===== src/rtl/dma_half_seq.sv =====
module dma_half_seq #(
  parameter int CW = 16
) (
  input  logic          clk,
  input  logic          rst_n,
  input  logic          reg_we,
  input  logic [1:0]    reg_sel,
  input  logic [CW-1:0] reg_wdata,
  output logic          rd_req,
  input  logic          rd_done,
  output logic          wr_req,
  input  logic          wr_done,
  output logic          ack,
  output logic          irq,
  output logic          busy,
  output logic          half_flag,
  output logic          end_flag,
  output logic [CW-1:0] count
);

  typedef enum logic [1:0] {S_IDLE, S_RD, S_WR} st_t;

  st_t           st;
  logic [CW-1:0] cnt_q, init_q, half_q;
  logic          reload_q, hie_q, amode_q, alev_q;
  logic          half_q_flag, end_q_flag;

  wire wr_cnt  = reg_we && reg_sel == 2'd0;
  wire wr_ctl  = reg_we && reg_sel == 2'd1;
  wire wr_clr  = reg_we && reg_sel == 2'd2;
  wire start   = wr_ctl && reg_wdata[0] && st == S_IDLE && cnt_q != '0;
  wire stop    = wr_ctl && !reg_wdata[0] && st != S_IDLE;
  wire rd_fire = st == S_RD && rd_done;
  wire wr_fire = st == S_WR && wr_done;
  wire [CW-1:0] cnt_dec = cnt_q - 1'b1;

  always_ff @(posedge clk or negedge rst_n) begin
    if (!rst_n) begin
      st          <= S_IDLE;
      cnt_q       <= '0;
      init_q      <= '0;
      half_q      <= '0;
      reload_q    <= 1'b0;
      hie_q       <= 1'b0;
      amode_q     <= 1'b0;
      alev_q      <= 1'b0;
      half_q_flag <= 1'b0;
      end_q_flag  <= 1'b0;
    end else begin
      if (wr_ctl) begin
        reload_q <= reg_wdata[1];
        hie_q    <= reg_wdata[2];
        amode_q  <= reg_wdata[3];
        alev_q   <= reg_wdata[4];
      end
      if (wr_cnt && st == S_IDLE) cnt_q <= reg_wdata;
      if (wr_clr && reg_wdata[0]) half_q_flag <= 1'b0;
      if (wr_clr && reg_wdata[1]) end_q_flag  <= 1'b0;
      if (start) begin
        init_q      <= cnt_q;
        half_q      <= cnt_q >> 1;
        half_q_flag <= 1'b0;
        end_q_flag  <= 1'b0;
        st          <= S_RD;
      end else if (stop) begin
        st <= S_IDLE;
      end else if (rd_fire) begin
        cnt_q <= cnt_dec;
        st    <= S_WR;
        if (!reload_q && cnt_dec == half_q) half_q_flag <= 1'b1;
      end else if (wr_fire) begin
        if (cnt_q == '0) begin
          end_q_flag <= 1'b1;
          if (reload_q) begin
            cnt_q <= init_q;
            st    <= S_RD;
          end else begin
            st <= S_IDLE;
          end
        end else begin
          st <= S_RD;
        end
      end
    end
  end

  wire strobe_on = amode_q ? (st == S_WR) : (st == S_RD);

  assign rd_req    = st == S_RD;
  assign wr_req    = st == S_WR;
  assign busy      = st != S_IDLE;
  assign ack       = alev_q ? strobe_on : !strobe_on;
  assign irq       = half_q_flag && hie_q && !reload_q;
  assign half_flag = half_q_flag;
  assign end_flag  = end_q_flag;
  assign count     = cnt_q;

endmodule


===== config.mk =====
export PLATFORM = sky130hd
export DESIGN_NAME = dma_half_seq
export DESIGN_NICKNAME = d
export VERILOG_FILES = /design/src/rtl/dma_half_seq.sv
export SDC_FILE = /design/constraint.sdc
export NUM_CORES = 1
export LEC_CHECK = 0
export ABC_AREA = 1
export BUFFER_PORTS_ARGS = -buffer_cell sky130_fd_sc_hd__buf_4
export CAP_MARGIN = 15
export CELL_PAD_IN_SITES_DETAIL_PLACEMENT = 1
export CELL_PAD_IN_SITES_GLOBAL_PLACEMENT = 1
export CORE_MARGIN = 2
export CORE_UTILIZATION = 40
export DETAILED_ROUTE_END_ITERATION = 12
export GPL_TIMING_DRIVEN = 0
export PLACE_DENSITY = 0.82
export SLEW_MARGIN = 20
export SYNTH_ARGS = -nofsm -noshare
export SYNTH_HDL_FRONTEND = slang
export SYNTH_SLANG_ARGS = --single-unit

===== constraint.sdc =====
create_clock -name clk -period 4.35 [get_ports clk]
set_clock_uncertainty 0.2 [all_clocks]
set_input_delay 0 -clock clk [delete_from_list [all_inputs] [get_ports clk]]
set_output_delay 0 -clock clk [all_outputs]
set_load 0.05 [all_outputs]

* After elaboration in Yosys (flattened, before gate mapping)
Cells that the tools add are included.
** Cells by class
- Add/subtract/negate cells :: 1
- Equal/unequal tests :: 5
- Reductions and logical operators :: 25
- Muxes and demuxes :: 26
** Operators by type and width (count)
- $mux 16 :: 7
- $eq 16x15->1 :: 1
- $logic_and 1x1->1 :: 16
- $logic_not 16->1 :: 1
- $reduce_bool 16->1 :: 1
- $sub 16x1->16 const B :: 1
- $mux 1 :: 14
- $mux 2 :: 5
- $eq 2x1->1 const B :: 2
- $eq 2x2->1 const B :: 2
- $logic_not 2->1 :: 2
- $reduce_bool 4->1 :: 1
- $logic_not 1->1 :: 3
- $reduce_bool 2->1 :: 1
** Word-level totals
- Output and inout bits :: 23
- Logic and storage cells :: 67
- Register bits :: 55

* Depth between registers and ports, before layout
- Word-level depth :: 10
- Depth in mapped cells :: 14
- Depth with buffers taken out :: 14

* Worst setup path before layout
OpenSTA, ideal clock, no wires.
- Path kind :: reg-to-reg
- Start :: register cnt_q[0] (netlist: count[0])
- End :: register cnt_q[9] (netlist: count[9])
- Data arrival time :: 2.039 ns
- Path slack :: 1.986 ns
- Buffers on the path :: 1
- Stages on the path, launching flop included :: 14
- Path through :: dfrtp_1 > inv_2 > ha_1 > nand2_4 > nor2_8 > nand2_4 > nor2_8 > nor2_8 > inv_8 > nand2_8 > inv_6 > buf_8 > a31oi_1 > o21ai_1
** Between the ends
- Longest elaborated chain between the ends :: 6
- Elaborated cells between the ends (all ways) :: 9
- Those cells by class :: 1 x add/sub; 5 x mux; 3 x reduce/logical
** Ends and longest elaborated chain
- start: declaration :: RTL line 24 : logic [CW-1:0] cnt_q, init_q, half_q;
- start signal: assignment :: RTL line 56 : if (wr_cnt && st == S_IDLE) cnt_q <= reg_wdata;
- start signal: assignment :: RTL line 68 : cnt_q <= cnt_dec;
- start signal: assignment :: RTL line 75 : cnt_q <= init_q;
- branches (longest 5 deep; another with $sub 16x1->16)
- $mux 16 * :: RTL line 59 : if (start) begin
Every way passes the cells marked *.
A chain may end at the register's enable or synchronous reset.

* Worst setup path in the final report
- Start :: register cnt_q[0] (netlist: count[0])
- End :: register end_q_flag (netlist: end_flag)
** Between the ends
- Longest elaborated chain between the ends :: 6
- Elaborated cells between the ends (all ways) :: 8
- Those cells by class :: 5 x mux; 3 x reduce/logical
** Ends and longest elaborated chain
- $logic_not 16->1 :: RTL line 72 : if (cnt_q == '0) begin
- $mux 1 :: RTL line 72
- $mux 1 :: RTL line 71 : end else if (wr_fire) begin
- $mux 1 :: RTL line 67 : end else if (rd_fire) begin
- $mux 1 :: RTL line 65 : end else if (stop) begin
- $mux 1 * :: RTL line 59
- end signal: assignment :: RTL line 58 : if (wr_clr && reg_wdata[1]) end_q_flag <= 1'b0;
- end signal: assignment :: RTL line 63 : end_q_flag <= 1'b0;
- end signal: assignment :: RTL line 73 : end_q_flag <= 1'b1;
- end: declaration :: RTL line 26 : logic half_q_flag, end_q_flag;
Every way passes the cells marked *; elsewhere a longest branch is shown, timed or not.

==> flow_metrics.tcl <==
set metrics [dict create \
    ys_top_cells_by_area "sky130_fd_sc_hd__dfrtp_1, sky130_fd_sc_hd__nand2_1, sky130_fd_sc_hd__o21ai_0" \
    netlist_area_um2 2940 \
    finalWirelength_um 10600 \
    async_flop_share 1.00 \
    synth_cells 427 \
    criticalPathCategory "register to register" \
    final-setup-viol-count 0 \
    startpoint "count[0]" \
    post-route-min-period_ns 2.97 \
    start_kind "register" \
    crit_path_end_kind "register" \
    cts_hold_buffers 25 \
    timing.final.crit_share 0.682 \
    reg2regPathDepth 10 \
    post_synth.cell_area_avg_um2 6.89 \
    initial_core_util 0.410 \
    cts_tree "built" \
    synthToLayoutAreaGrowth_pct 27.3 \
    antennaDiodeCount 0 \
    worstPathRequired_ns 4.34 \
    power.ir.vdd_worst_uv 265 \
    clkSlewWorstSetupHoldPaths_ns 0.09 \
    reg2reg_to "end_flag" \
    worst_skew_pair.late_latency_ns 0.30 \
    layout-drive-gt1-share 0.198 \
    worst-slew-pin-transition_ns 0.668 \
    worst-r2r-setup-slack_ns 1.38 \
    rsz0062_at_grt "false" \
    die_height_um 89.8 \
    global_route_wire_length_before_repair_um 17100 \
    largest_net_degree_at_the_start_of_global_routing 41 \
    netlist.top_cell.by_area "sky130_fd_sc_hd__dfrtp_1" \
    crit_path_max_fanout 10 \
    min-delay-path-class "primary input to asynchronous set/reset pin" \
    boundaryPins 46 \
    post-synth-top-count-cell "sky130_fd_sc_hd__nand2_1" \
    synth_largest_type_area_fraction 0.340 \
    detail_route.first_pass.iterations 4 \
    max-slew-margin-rel 0.555 \
    cts_buffers 5 \
    ys_dominant_reg_cell "sky130_fd_sc_hd__dfrtp_1" \
    wl_per_cell_um 17.6 \
    drt_first_iter_violations 167 \
    core-area_um2 7180 \
    fmaxAchievable_mhz 337 \
    synth.distinct_cells 40 \
    regToRegStartpoint "count[0]" \
    vias 3177 \
    fin_nets 528 \
    cellPowerDensity_nw_per_um2 661 \
    grt_pass1_vias 3256 \
    groute.usage.overall 0.265 \
    die-area_um2 8060 \
    synth-edff-count 0 \
    outcome "finished clean" \
    static-leakage-power_nw 1.87 \
    grt.overflow.total 0 \
    setup_tns_ns 0 \
    worst-endpoint-arrival_ns 2.95 \
    die_w_um 89.8 \
    cts_resized 0 \
    antenna_found_initial 0 \
    gpl.final_weighted_congestion 0.908 \
    max_slew_vio_count 0 \
    antenna_left 0 \
    count_of_warnings_emitted_by_yosys 0 \
    postCtsSetupBuffers 0 \
    ctsRootBufferMaster "sky130_fd_sc_hd__clkbuf_8" \
    htreeDepth 2 \
    seq_area_frac_synth 0.340 \
    post_synth_most_frequent_cells "sky130_fd_sc_hd__nand2_1, sky130_fd_sc_hd__inv_1, sky130_fd_sc_hd__dfrtp_1, sky130_fd_sc_hd__o21ai_0, sky130_fd_sc_hd__nor2_1" \
    max-cap-violations 0 \
    core.rowCount 31 \
    numPortBuffers 45 \
    clock-sinks 40 \
    drc 0 \
    dp_hpwl_um 7640 \
    utilization 0.522 \
    clk_path_buf_depth 2 \
    post_synth_net_total 451 \
    via_per_inst 5.26 \
    count_of_endpoints_failing_hold_in_the_final_timing_report 0 \
    synth-seq-cells 40 \
]
-- worst max-delay path by stage --
stage	endpoint	slack [ns]	cells past startpoint
finish	end_flag	1.38	10
floorplan	count[9]	1.99	13
global route	end_flag	1.28	10
global placement	count[12]	1.88	11
CTS	end_flag	1.42	10
detailed placement	count[12]	1.84	11
-- stage by stage --
step	hold WS (ns)	setup slack (ns)	cells	area [µm²]	power, W
CTS	0.0231	1.42	604	3750	0.00246
detailed placement	-0.175	1.84	571	3410	0.00217
floorplan	-0.496	1.99	427	2940	0.00173
global placement	-0.172	1.88	571	3410	0.00212
global route	0.0694	1.28	604	3750	0.00264
finish	0.0112	1.38	604	3750	0.00248
-- per-layer routing --
metal,GRT usage,up-vias,part of all wire
met5,0,-,0
met4,0.0628,0,0.0084
met3,0.0251,7,0.038
met2,0.465,74,0.51
met1,0.356,1572,0.45
li1,-,1524,-
-- worst max-delay path, stage by stage, from the launching register on --
cell and delay [ns]:
sky130_fd_sc_hd__dfrtp_1 0.47, sky130_fd_sc_hd__inv_2 0.11, sky130_fd_sc_hd__ha_1 0.30, sky130_fd_sc_hd__nand2_4 0.17, sky130_fd_sc_hd__nor2_8 0.07, sky130_fd_sc_hd__nand2_4 0.10, sky130_fd_sc_hd__nor2_8 0.05, sky130_fd_sc_hd__nor2_8 0.17
sky130_fd_sc_hd__clkbuf_1 0.50, sky130_fd_sc_hd__o21ai_0 0.14, sky130_fd_sc_hd__dlygate4sd3_1 0.58
-- power breakdown --
group          internal [W]  total (W)  switching, W
registers          0.000530   0.000741      0.000211
logic              0.000473    0.00147      0.000993
clock network      0.000127   0.000270      0.000143
-- final cells by class --
class / count / area (µm²)
Buffer: 8 / 50.0
Clock buffer: 6 / 82.6
Clock inverter: 2 / 10.0
Fill cell: 949 / 3430
Inverter: 56 / 225
Multi-Input combinational cell: 323 / 1670
Sequential cell: 40 / 1000
Tap cell: 99 / 124
Timing Repair Buffer: 70 / 588
-- layout by cell type (no fill, tap or decap), drive strengths merged, types with 3 or more instances in the layout --
cell type / count
buf: 48
inv: 56
xor2: 3
dlygate4sd3: 25
nor3: 6
a31oi: 3
clkbuf: 11
nor2: 49
a21oi: 13
dfrtp: 40
nand2: 141
o21ai: 53
nand3: 44
-- state kept, by name, indices dropped and copies added (netlist names) --
signal,flops
alev_q,1
amode_q,1
count,16
end_flag,1
half_flag,1
hie_q,1
init_q,16
reload_q,1
st,2
-- kinds of logic (layout without fill, tap and decap cells) --
| logic type | after synthesis | in the layout | share of synthesized area |
|---|---|---|---|
| AOI/OAI and AO/OA | 71 | 71 | 0.132 |
| xor gates and xnor gates | 7 | 7 | 0.0302 |
| adders and majority gates | 1 | 1 | 0.00425 |
| buffers and inverters | 64 | 142 | 0.0935 |
| DFF | 40 | 40 | 0.340 |
| and+or+nand+nor | 244 | 244 | 0.400 |
(Power assumes the default switching activity.)
